<file path="config.mk">
export PLATFORM = sky130hd
export DESIGN_NAME = vliw_lockstep_issue
export DESIGN_NICKNAME = d
export VERILOG_FILES = /design/src/rtl/vliw_pkg.sv /design/src/rtl/vliw_regfile.sv /design/src/rtl/vliw_alu.sv /design/src/rtl/vliw_mul_unit.sv /design/src/rtl/vliw_ls_unit.sv /design/src/rtl/vliw_issue_ctrl.sv /design/src/rtl/vliw_lockstep_issue.sv
export SDC_FILE = /design/constraint.sdc
export NUM_CORES = 2
export LEC_CHECK = 0
export ABC_CLOCK_PERIOD_IN_PS = 14300
export BUFFER_PORTS_ARGS = -buffer_cell sky130_fd_sc_hd__buf_4
export CORE_ASPECT_RATIO = 0.7
export CORE_UTILIZATION = 30
export DETAILED_ROUTE_END_ITERATION = 10
export HOLD_SLACK_MARGIN = 0.08
export SLEW_MARGIN = 20
export SYNTH_ARGS = -nofsm -noshare
export SYNTH_HDL_FRONTEND = slang
export SYNTH_SLANG_ARGS = --single-unit
</file>
<file path="constraint.sdc">
create_clock -name clk -period 14.3 [get_ports clk]
set_clock_uncertainty 0.05 [all_clocks]
set_input_delay 2.145 -clock clk [delete_from_list [all_inputs] [get_ports clk]]
set_output_delay 2.145 -clock clk [all_outputs]
set_load 0.03 [all_outputs]
</file>
<file path="src/rtl/vliw_pkg.sv">
package vliw_pkg;

    localparam int SLOT_CNT  = 4;
    localparam int OP_W      = 3;
    localparam int ALU_SLOTS = 2;
    localparam int MUL_SLOT  = 2;
    localparam int LS_SLOT   = 3;

    typedef enum logic [OP_W-1:0] {
        ALU_NOP  = 3'd0,
        ALU_ADD  = 3'd1,
        ALU_SUB  = 3'd2,
        ALU_AND  = 3'd3,
        ALU_OR   = 3'd4,
        ALU_XOR  = 3'd5,
        ALU_ADDI = 3'd6,
        ALU_LI   = 3'd7
    } alu_op_e;

    localparam logic [OP_W-1:0] MUL_OP_MUL  = 3'd1;
    localparam logic [OP_W-1:0] LS_OP_LOAD  = 3'd1;
    localparam logic [OP_W-1:0] LS_OP_STORE = 3'd2;

    typedef enum logic [1:0] {
        ST_IDLE   = 2'd0,
        ST_WAIT   = 2'd1,
        ST_COMMIT = 2'd2
    } issue_state_e;

    // Does an opcode in a given slot produce a register write?
    function automatic logic slot_writes(input int unsigned slot, input logic [OP_W-1:0] op);
        if (slot < ALU_SLOTS)
            return op != ALU_NOP;
        else if (slot == MUL_SLOT)
            return op == MUL_OP_MUL;
        else
            return op == LS_OP_LOAD;
    endfunction

endpackage

</file>
<file path="src/rtl/vliw_regfile.sv">
module vliw_regfile #(
    parameter int DATA_W   = 16,
    parameter int REG_AW   = 3,
    parameter int RD_PORTS = 8,
    parameter int WR_PORTS = 4
) (
    input  logic                         clk,
    input  logic                         rst_n,
    input  logic [RD_PORTS*REG_AW-1:0]   rd_addr,
    output logic [RD_PORTS*DATA_W-1:0]   rd_data,
    input  logic [WR_PORTS-1:0]          wr_en,
    input  logic [WR_PORTS*REG_AW-1:0]   wr_addr,
    input  logic [WR_PORTS*DATA_W-1:0]   wr_data
);
    localparam int REG_CNT = 1 << REG_AW;

    logic [DATA_W-1:0] regs     [REG_CNT];
    logic [DATA_W-1:0] regs_nxt [REG_CNT];

    genvar p;
    generate
        for (p = 0; p < RD_PORTS; p++) begin : g_rd
            assign rd_data[p*DATA_W +: DATA_W] = regs[rd_addr[p*REG_AW +: REG_AW]];
        end
    endgenerate

    // Ports applied in ascending order: a later (higher) port overrides.
    always_comb begin
        regs_nxt = regs;
        for (int w = 0; w < WR_PORTS; w++) begin
            if (wr_en[w])
                regs_nxt[wr_addr[w*REG_AW +: REG_AW]] = wr_data[w*DATA_W +: DATA_W];
        end
    end

    always_ff @(posedge clk) begin
        if (!rst_n) begin
            for (int i = 0; i < REG_CNT; i++)
                regs[i] <= '0;
        end else begin
            regs <= regs_nxt;
        end
    end

endmodule

</file>
<file path="src/rtl/vliw_alu.sv">
module vliw_alu #(
    parameter int DATA_W = 16,
    parameter int IMM_W  = 8,
    parameter int OP_W   = vliw_pkg::OP_W
) (
    input  logic              clk,
    input  logic              rst_n,
    input  logic              issue,
    input  logic [OP_W-1:0]   op,
    input  logic [DATA_W-1:0] a,
    input  logic [DATA_W-1:0] b,
    input  logic [IMM_W-1:0]  imm,
    output logic [DATA_W-1:0] result
);
    import vliw_pkg::*;

    logic [DATA_W-1:0] calc;
    logic [DATA_W-1:0] imm_ext;

    assign imm_ext = DATA_W'(imm);

    always_comb begin
        unique case (alu_op_e'(op))
            ALU_ADD:  calc = a + b;
            ALU_SUB:  calc = a - b;
            ALU_AND:  calc = a & b;
            ALU_OR:   calc = a | b;
            ALU_XOR:  calc = a ^ b;
            ALU_ADDI: calc = a + imm_ext;
            ALU_LI:   calc = imm_ext;
            default:  calc = '0;
        endcase
    end

    always_ff @(posedge clk) begin
        if (!rst_n)
            result <= '0;
        else if (issue)
            result <= calc;
    end

    // Result must hold from issue until commit, whatever the ports do.
    assert_result_held_R3: assert property (@(posedge clk) disable iff (!rst_n)
        !issue |=> $stable(result));

endmodule

</file>
<file path="src/rtl/vliw_mul_unit.sv">
module vliw_mul_unit #(
    parameter int DATA_W = 16,
    parameter int LAT    = 3
) (
    input  logic              clk,
    input  logic              rst_n,
    input  logic              issue,
    input  logic [DATA_W-1:0] a,
    input  logic [DATA_W-1:0] b,
    output logic [DATA_W-1:0] result
);
    logic [DATA_W-1:0] stage [LAT];
    logic [DATA_W-1:0] product;

    assign product = a * b;

    always_ff @(posedge clk) begin
        if (!rst_n)
            stage[0] <= '0;
        else if (issue)
            stage[0] <= product;
    end

    genvar i;
    generate
        for (i = 1; i < LAT; i++) begin : g_pipe
            always_ff @(posedge clk) begin
                if (!rst_n)
                    stage[i] <= '0;
                else
                    stage[i] <= stage[i-1];
            end
        end
    endgenerate

    assign result = stage[LAT-1];

    // Operands are sampled only at issue.
    assert_operands_latched_R6: assert property (@(posedge clk) disable iff (!rst_n)
        !issue |=> $stable(stage[0]));

endmodule

</file>
<file path="src/rtl/vliw_ls_unit.sv">
module vliw_ls_unit #(
    parameter int DATA_W = 16,
    parameter int IMM_W  = 8,
    parameter int MEM_AW = 4,
    parameter int LAT    = 2
) (
    input  logic              clk,
    input  logic              rst_n,
    input  logic              issue,
    input  logic [DATA_W-1:0] base,
    input  logic [DATA_W-1:0] store_val,
    input  logic [IMM_W-1:0]  imm,
    input  logic              store_commit,
    output logic [DATA_W-1:0] result
);
    localparam int MEM_DEPTH = 1 << MEM_AW;

    logic [DATA_W-1:0] mem [MEM_DEPTH];
    logic [DATA_W-1:0] stage [LAT];
    logic [MEM_AW-1:0] addr;
    logic [MEM_AW-1:0] st_addr_q;
    logic [DATA_W-1:0] st_data_q;

    // Modulo-depth address: the sum is truncated to the memory index width.
    assign addr = MEM_AW'(base + DATA_W'(imm));

    always_ff @(posedge clk) begin
        if (!rst_n) begin
            stage[0]  <= '0;
            st_addr_q <= '0;
            st_data_q <= '0;
        end else if (issue) begin
            stage[0]  <= mem[addr];
            st_addr_q <= addr;
            st_data_q <= store_val;
        end
    end

    genvar i;
    generate
        for (i = 1; i < LAT; i++) begin : g_pipe
            always_ff @(posedge clk) begin
                if (!rst_n)
                    stage[i] <= '0;
                else
                    stage[i] <= stage[i-1];
            end
        end
    endgenerate

    always_ff @(posedge clk) begin
        if (!rst_n) begin
            for (int k = 0; k < MEM_DEPTH; k++)
                mem[k] <= '0;
        end else if (store_commit) begin
            mem[st_addr_q] <= st_data_q;
        end
    end

    assign result = stage[LAT-1];

    // A store lands only at commit, never on the issue edge.
    assert_store_after_issue_R5: assert property (@(posedge clk) disable iff (!rst_n)
        issue |-> !store_commit);

endmodule

</file>
<file path="src/rtl/vliw_issue_ctrl.sv">
module vliw_issue_ctrl #(
    parameter int SLOTS   = vliw_pkg::SLOT_CNT,
    parameter int OP_W    = vliw_pkg::OP_W,
    parameter int REG_AW  = 3,
    parameter int MUL_LAT = 3,
    parameter int LS_LAT  = 2
) (
    input  logic                     clk,
    input  logic                     rst_n,
    input  logic                     bnd_valid,
    input  logic [SLOTS*OP_W-1:0]    op_in,
    input  logic [SLOTS*REG_AW-1:0]  rd_in,
    output logic                     bnd_ready,
    output logic                     issue,
    output logic                     commit,
    output logic [SLOTS*OP_W-1:0]    op_q,
    output logic [SLOTS*REG_AW-1:0]  rd_q
);
    import vliw_pkg::*;

    localparam int MAX_LAT = (MUL_LAT > LS_LAT) ? MUL_LAT : LS_LAT;
    localparam int CNT_W   = $clog2(MAX_LAT + 1);

    issue_state_e       state, state_nxt;
    logic [CNT_W-1:0]   cnt;
    logic [CNT_W-1:0]   lat;
    logic [OP_W-1:0]    mul_op_in, ls_op_in;

    assign mul_op_in = op_in[MUL_SLOT*OP_W +: OP_W];
    assign ls_op_in  = op_in[LS_SLOT*OP_W +: OP_W];

    // Latency of the slowest active slot; ALU slots and all-NOP give 1.
    always_comb begin
        lat = CNT_W'(1);
        if (mul_op_in == MUL_OP_MUL && CNT_W'(MUL_LAT) > lat)
            lat = CNT_W'(MUL_LAT);
        if ((ls_op_in == LS_OP_LOAD || ls_op_in == LS_OP_STORE) && CNT_W'(LS_LAT) > lat)
            lat = CNT_W'(LS_LAT);
    end

    // State register
    always_ff @(posedge clk) begin
        if (!rst_n)
            state <= ST_IDLE;
        else
            state <= state_nxt;
    end

    // Transitions
    always_comb begin
        state_nxt = state;
        unique case (state)
            ST_IDLE:   if (bnd_valid)
                           state_nxt = (lat == CNT_W'(1)) ? ST_COMMIT : ST_WAIT;
            ST_WAIT:   if (cnt == CNT_W'(1))
                           state_nxt = ST_COMMIT;
            ST_COMMIT: state_nxt = ST_IDLE;
            default:   state_nxt = ST_IDLE;
        endcase
    end

    // Outputs
    always_comb begin
        bnd_ready = 1'b0;
        commit    = 1'b0;
        unique case (state)
            ST_IDLE:   bnd_ready = 1'b1;
            ST_WAIT:   ;
            ST_COMMIT: commit = 1'b1;
            default:   ;
        endcase
    end

    assign issue = bnd_ready && bnd_valid;

    // Busy counter and captured word control
    always_ff @(posedge clk) begin
        if (!rst_n) begin
            cnt  <= '0;
            op_q <= '0;
            rd_q <= '0;
        end else if (issue) begin
            cnt  <= lat - CNT_W'(1);
            op_q <= op_in;
            rd_q <= rd_in;
        end else if (state == ST_WAIT) begin
            cnt  <= cnt - CNT_W'(1);
        end
    end

    assert_commit_single_R10: assert property (@(posedge clk) disable iff (!rst_n)
        commit |=> !commit);

    assert_wait_counts_down_R2: assert property (@(posedge clk) disable iff (!rst_n)
        (state == ST_WAIT) |=> (cnt == $past(cnt) - CNT_W'(1)));

    assert_wait_nonzero_R2: assert property (@(posedge clk) disable iff (!rst_n)
        (state == ST_WAIT) |-> (cnt != '0));

endmodule

</file>
<file path="src/rtl/vliw_lockstep_issue.sv">
module vliw_lockstep_issue #(
    parameter int DATA_W  = 16,
    parameter int REG_AW  = 3,
    parameter int IMM_W   = 8,
    parameter int MEM_AW  = 4,
    parameter int MUL_LAT = 3,
    parameter int LS_LAT  = 2
) (
    input  logic                                    clk,
    input  logic                                    rst_n,
    input  logic                                    bnd_valid,
    output logic                                    bnd_ready,
    input  logic [vliw_pkg::SLOT_CNT*vliw_pkg::OP_W-1:0] bnd_op,
    input  logic [vliw_pkg::SLOT_CNT*REG_AW-1:0]    bnd_rd,
    input  logic [vliw_pkg::SLOT_CNT*REG_AW-1:0]    bnd_rs1,
    input  logic [vliw_pkg::SLOT_CNT*REG_AW-1:0]    bnd_rs2,
    input  logic [vliw_pkg::SLOT_CNT*IMM_W-1:0]     bnd_imm,
    output logic [vliw_pkg::SLOT_CNT-1:0]           wb_en,
    output logic [vliw_pkg::SLOT_CNT*REG_AW-1:0]    wb_rd,
    output logic [vliw_pkg::SLOT_CNT*DATA_W-1:0]    wb_data
);
    import vliw_pkg::*;

    localparam int SL       = SLOT_CNT;
    localparam int RD_PORTS = 2 * SL;

    logic                      issue, commit;
    logic [SL*OP_W-1:0]        op_q;
    logic [SL*REG_AW-1:0]      rd_q;
    logic [RD_PORTS*DATA_W-1:0] rf_rd_data;
    logic [DATA_W-1:0]         opnd_a   [SL];
    logic [DATA_W-1:0]         opnd_b   [SL];
    logic [DATA_W-1:0]         unit_res [SL];
    logic                      store_commit;
    logic [IMM_W-1:0]          unused_mul_imm;

    assign unused_mul_imm = bnd_imm[MUL_SLOT*IMM_W +: IMM_W];

    vliw_issue_ctrl #(
        .SLOTS   (SL),
        .OP_W    (OP_W),
        .REG_AW  (REG_AW),
        .MUL_LAT (MUL_LAT),
        .LS_LAT  (LS_LAT)
    ) u_ctrl (
        .clk       (clk),
        .rst_n     (rst_n),
        .bnd_valid (bnd_valid),
        .op_in     (bnd_op),
        .rd_in     (bnd_rd),
        .bnd_ready (bnd_ready),
        .issue     (issue),
        .commit    (commit),
        .op_q      (op_q),
        .rd_q      (rd_q)
    );

    // Read ports 0..SL-1 serve rs1, SL..2SL-1 serve rs2, all sampled at issue.
    vliw_regfile #(
        .DATA_W   (DATA_W),
        .REG_AW   (REG_AW),
        .RD_PORTS (RD_PORTS),
        .WR_PORTS (SL)
    ) u_rf (
        .clk     (clk),
        .rst_n   (rst_n),
        .rd_addr ({bnd_rs2, bnd_rs1}),
        .rd_data (rf_rd_data),
        .wr_en   (wb_en),
        .wr_addr (wb_rd),
        .wr_data (wb_data)
    );

    genvar s;
    generate
        for (s = 0; s < SL; s++) begin : g_opnd
            assign opnd_a[s] = rf_rd_data[s*DATA_W +: DATA_W];
            assign opnd_b[s] = rf_rd_data[(SL+s)*DATA_W +: DATA_W];
        end

        for (s = 0; s < ALU_SLOTS; s++) begin : g_alu
            vliw_alu #(
                .DATA_W (DATA_W),
                .IMM_W  (IMM_W),
                .OP_W   (OP_W)
            ) u_alu (
                .clk    (clk),
                .rst_n  (rst_n),
                .issue  (issue),
                .op     (bnd_op[s*OP_W +: OP_W]),
                .a      (opnd_a[s]),
                .b      (opnd_b[s]),
                .imm    (bnd_imm[s*IMM_W +: IMM_W]),
                .result (unit_res[s])
            );
        end
    endgenerate

    vliw_mul_unit #(
        .DATA_W (DATA_W),
        .LAT    (MUL_LAT)
    ) u_mul (
        .clk    (clk),
        .rst_n  (rst_n),
        .issue  (issue),
        .a      (opnd_a[MUL_SLOT]),
        .b      (opnd_b[MUL_SLOT]),
        .result (unit_res[MUL_SLOT])
    );

    assign store_commit = commit && (op_q[LS_SLOT*OP_W +: OP_W] == LS_OP_STORE);

    vliw_ls_unit #(
        .DATA_W (DATA_W),
        .IMM_W  (IMM_W),
        .MEM_AW (MEM_AW),
        .LAT    (LS_LAT)
    ) u_ls (
        .clk          (clk),
        .rst_n        (rst_n),
        .issue        (issue),
        .base         (opnd_a[LS_SLOT]),
        .store_val    (opnd_b[LS_SLOT]),
        .imm          (bnd_imm[LS_SLOT*IMM_W +: IMM_W]),
        .store_commit (store_commit),
        .result       (unit_res[LS_SLOT])
    );

    generate
        for (s = 0; s < SL; s++) begin : g_wb
            assign wb_en[s]                   = commit && slot_writes(s, op_q[s*OP_W +: OP_W]);
            assign wb_rd[s*REG_AW +: REG_AW]  = rd_q[s*REG_AW +: REG_AW];
            assign wb_data[s*DATA_W +: DATA_W] = unit_res[s];
        end
    endgenerate

    assert_wb_only_busy_R1: assert property (@(posedge clk) disable iff (!rst_n)
        (|wb_en) |-> !bnd_ready);

    assert_busy_after_issue_R9: assert property (@(posedge clk) disable iff (!rst_n)
        (bnd_valid && bnd_ready) |=> !bnd_ready);

endmodule

</file>
==> impl_metrics.py <==
metrics = {
    "outcome": {
        "status": "complete, no violations",
    },
    "timing": {
        "fin_tns_setup_ns": 0,
        "hold_viol": 0,
        "period_minus_slack_ns": 8.982,
        "rsz0062_at_grt": "false",
        "tightestPinTransition_ns": 1.158,
        "period_share": 0.6281,
        "relSlewSlack": 0.2128,
        "clock.fmax_ghz": 0.1113,
        "setup_viol": 0,
        "slew_violations": 0,
    },
    "placed_design": {
        "numPortBuffers": 151,
        "routabilityCongestion": 0.9455,
        "hpwlAfterDp_mm": 103.3,
        "placed_cell_area_um2": 43520,
    },
    "critical_path": {
        "arrival_ns": 9.30,
        "setup.worst_path.class": "in2reg",
        "crit-reg2reg-launch": "u_rf.regs[39]$_SDFF_PN0_",
        "required_ns": 14.62,
        "cp-startpoint": "bnd_rs1[7]",
        "cp-start-kind": "primary input",
        "end_kind": "flip-flop",
        "cp_max_fo": 27,
    },
    "finish": {
        "syn2layout_area_growth_pct": 10.98,
        "fillers": 13330,
        "postLayoutCellArea_um2": 45280,
        "final_cell_mix": "329 x and2_1, 327 x nor2_1, 325 x nand2_1",
        "nets": 4145,
        "final_common_cell": "and2_1",
        "final_layout_size_suffix_gt1_frac": 0.1912,
    },
    "clocking": {
        "htree_levels": 2,
        "cts_hold_buf": 0,
        "clockBufferDepth": 3,
        "cts_tree": "done",
        "clk_latency_ns": 0.67,
        "cts_resized": 0,
        "clock-sinks": 544,
        "clockRootBuffer": "clkbuf_16",
        "cts_made_buffers": 54,
        "clk_pin_slew_ns": 0.06,
        "postCtsSetupRepairBufs": 0,
    },
    "floorplan": {
        "io_pins": 164,
        "die-width_um": 442.8,
        "die_h_um": 310.5,
        "start_util": 0.3042,
        "rows": 112,
        "core_um2": 134100,
        "die-area_um2": 137500,
    },
    "power_and_ir_drop": {
        "p_leak_nw": 19.46,
        "ir_drop_mv": 0.09233,
        "cellPowerDensity_nw_per_um2": 83.49,
        "finalPower_w": 0.003780,
    },
    "grt": {
        "grt_pass1_wl_mm": 216.3,
        "grt_usage": 0.2105,
        "grt_max_degree": 103,
        "overflow": 0,
        "grt_antenna_before_repair": 5,
        "grt_pass1_vias": 31110,
    },
    "logic_synthesis": {
        "syn-cell-area_um2": 40800,
        "ys_ff_latch": 544,
        "synth-edff-count": 288,
        "seq_area_frac_synth": 0.3376,
        "syn-num-nets": 4206,
        "yosys.area_share.simple": 0.1412,
        "yosysWarnings": 0,
        "synthDistinctLibCells": 76,
        "netlist_instances": 3891,
        "synth_top_family_by_area": "multiplexers",
        "ys_async_sr_fraction": 0,
        "syn_area_per_cell_um2": 10.49,
        "yosys.area_share.xor_xnor": 0.01463,
        "ys.flop_type": "edfxtp_1",
        "synth_mux_area_frac": 0.2390,
        "yosys.area_share.adder": 0.08642,
        "synth-compound-area-share": 0.1291,
    },
    "detailed_routing": {
        "drt-total-wl_mm": 148.1,
        "initialDrtViolationCount": 4781,
        "wl_per_cell_um": 26.22,
        "vias": 32740,
        "vias_per_cell": 5.796,
        "drt_pass1_iterations": 6,
        "antenna_left": 0,
        "drcViolationCount": 0,
    },
    "hold_path": {
        "min-delay-start": "u_mul.stage[1][2]$_SDFF_PN0_",
        "hp-class": "reg2reg",
    },
    "flow_run": {
        "drv_cap": 0,
    },
}
[worst max-delay path, stage by stage]
cell and delay (ns):
buf_4 0.44, nor2b_1 0.95, a22oi_1 0.22, o21ai_1 0.68, nor2_1 0.18, fa_1 0.58, inv_1 0.06, fa_1 0.48
inv_1 0.06, fa_1 0.51, inv_1 0.06, fa_1 0.53, inv_1 0.05, fa_1 0.48, inv_1 0.05, fa_1 0.48
inv_1 0.04, ha_1 0.32, o21a_1 0.14, a2111oi_0 0.49, o21ai_0 0.15, nor3b_1 0.16
[flip-flops by register name (all words and copies together), names as in the netlist]
signal / flops
g_alu.u_alu.result: 32
u_ctrl.cnt: 2
u_ctrl.op_q: 12
u_ctrl.rd_q: 12
u_ctrl.state: 2
u_ls.mem: 256
u_ls.st_addr_q: 4
u_ls.st_data_q: 16
u_ls.stage: 32
u_mul.stage: 48
u_rf.regs: 128
[where the power goes]
group / internal (W) / switching (W) / total (W)
clock: 0.000783 / 0.000664 / 0.00145
sequential: 0.00170 / 0.0000932 / 0.00180
combinational: 0.000213 / 0.000325 / 0.000538
total: 0.00270 / 0.00108 / 0.00378
[synthesized netlist by cell type (5+ instances only)]
cell type	n	area, um2
a21boi_0	28	210.2
nand3b_1	5	37.54
xnor2_1	42	367.9
a221oi_1	12	105.1
nor2_1	336	1261
nor4_1	5	31.28
a22oi_1	25	187.7
and3_1	6	37.54
edfxtp_1	288	8648
ha_1	149	1864
o22ai_1	20	125.1
inv_1	184	690.7
buf_2	26	130.1
a22o_1	20	175.2
a21o_1	12	90.09
nor3_1	43	215.2
o221ai_1	7	61.31
o21ai_0	70	350.3
nand2_1	327	1227
mux2_2	60	675.7
mux4_1	10	262.8
o31ai_1	6	45.04
or2_2	17	106.4
and2_1	330	2064
mux2i_1	205	2052
or3_1	6	37.54
o21a_1	6	45.04
a21oi_1	213	1066
nand3_1	24	120.1
dfxtp_1	256	5125
o21bai_1	7	52.55
o211a_1	146	1461
fa_1	83	1662
buf_1	59	221.5
mux4_2	298	6711
nor2b_1	25	156.4
xor2_1	21	183.9
a211oi_1	138	1036
clkbuf_1	267	1002
a31oi_1	6	37.54
nand2b_1	40	250.2
[per-stage QoR]
| stage | utilization | hold WS, ns | std cells | setup WS [ns] |
|---|---|---|---|---|
| global placement | 0.3245 | 0.3649 | 5540 | 4.858 |
| CTS | 0.3372 | 0.3839 | 5641 | 5.530 |
| floorplan | - | 0.3619 | 3891 | 5.710 |
| detailed placement | 0.3245 | 0.3696 | 5540 | 4.927 |
| finish | 0.3376 | 0.3803 | 5648 | 5.318 |
| global route | 0.3376 | 0.3894 | 5644 | 5.223 |
[path summary, 6_finish.rpt]
kind | to | slack (ns) | cells after the start
min reg2reg | u_mul.stage[2][2]$_SDFF_PN0_ | 0.38 | 1
min | u_mul.stage[2][2]$_SDFF_PN0_ | 0.38 | 1
max | u_mul.stage[0][14]$_SDFFCE_PN0P_ | 5.32 | 22
max reg2reg | u_mul.stage[0][14]$_SDFFCE_PN0P_ | 7.26 | 20
[layer usage]
metal,global-route usage,part of all wire,up-vias
met5,0.006901,0.00099,-
met3,0.08286,0.14,260
met4,0.05082,0.023,4
met1,0.3028,0.43,16420
met2,0.2907,0.40,1963
li1,-,-,14090
[area by class of cell]
class                      count  area [um2]  share of cell area
clock inverter                31       279.0            0.006162
inverter                     188       705.7             0.01558
tap                         1767        2211             0.04883
multi-input combinational   2801       25030              0.5528
timing repair buffer         241        1833             0.04048
sequential                   544       13770              0.3042
antenna                        6       15.01           0.0003316
clock buffer                  70        1433             0.03164
[kinds of logic after synthesis]
group | Yosys count
buf+inv | 546
mux | 576
flops | 544
simple gates | 1187
compound gates | 741
fa+ha+maj | 232
xor+xnor | 65
(Power assumes the default switching activity.)
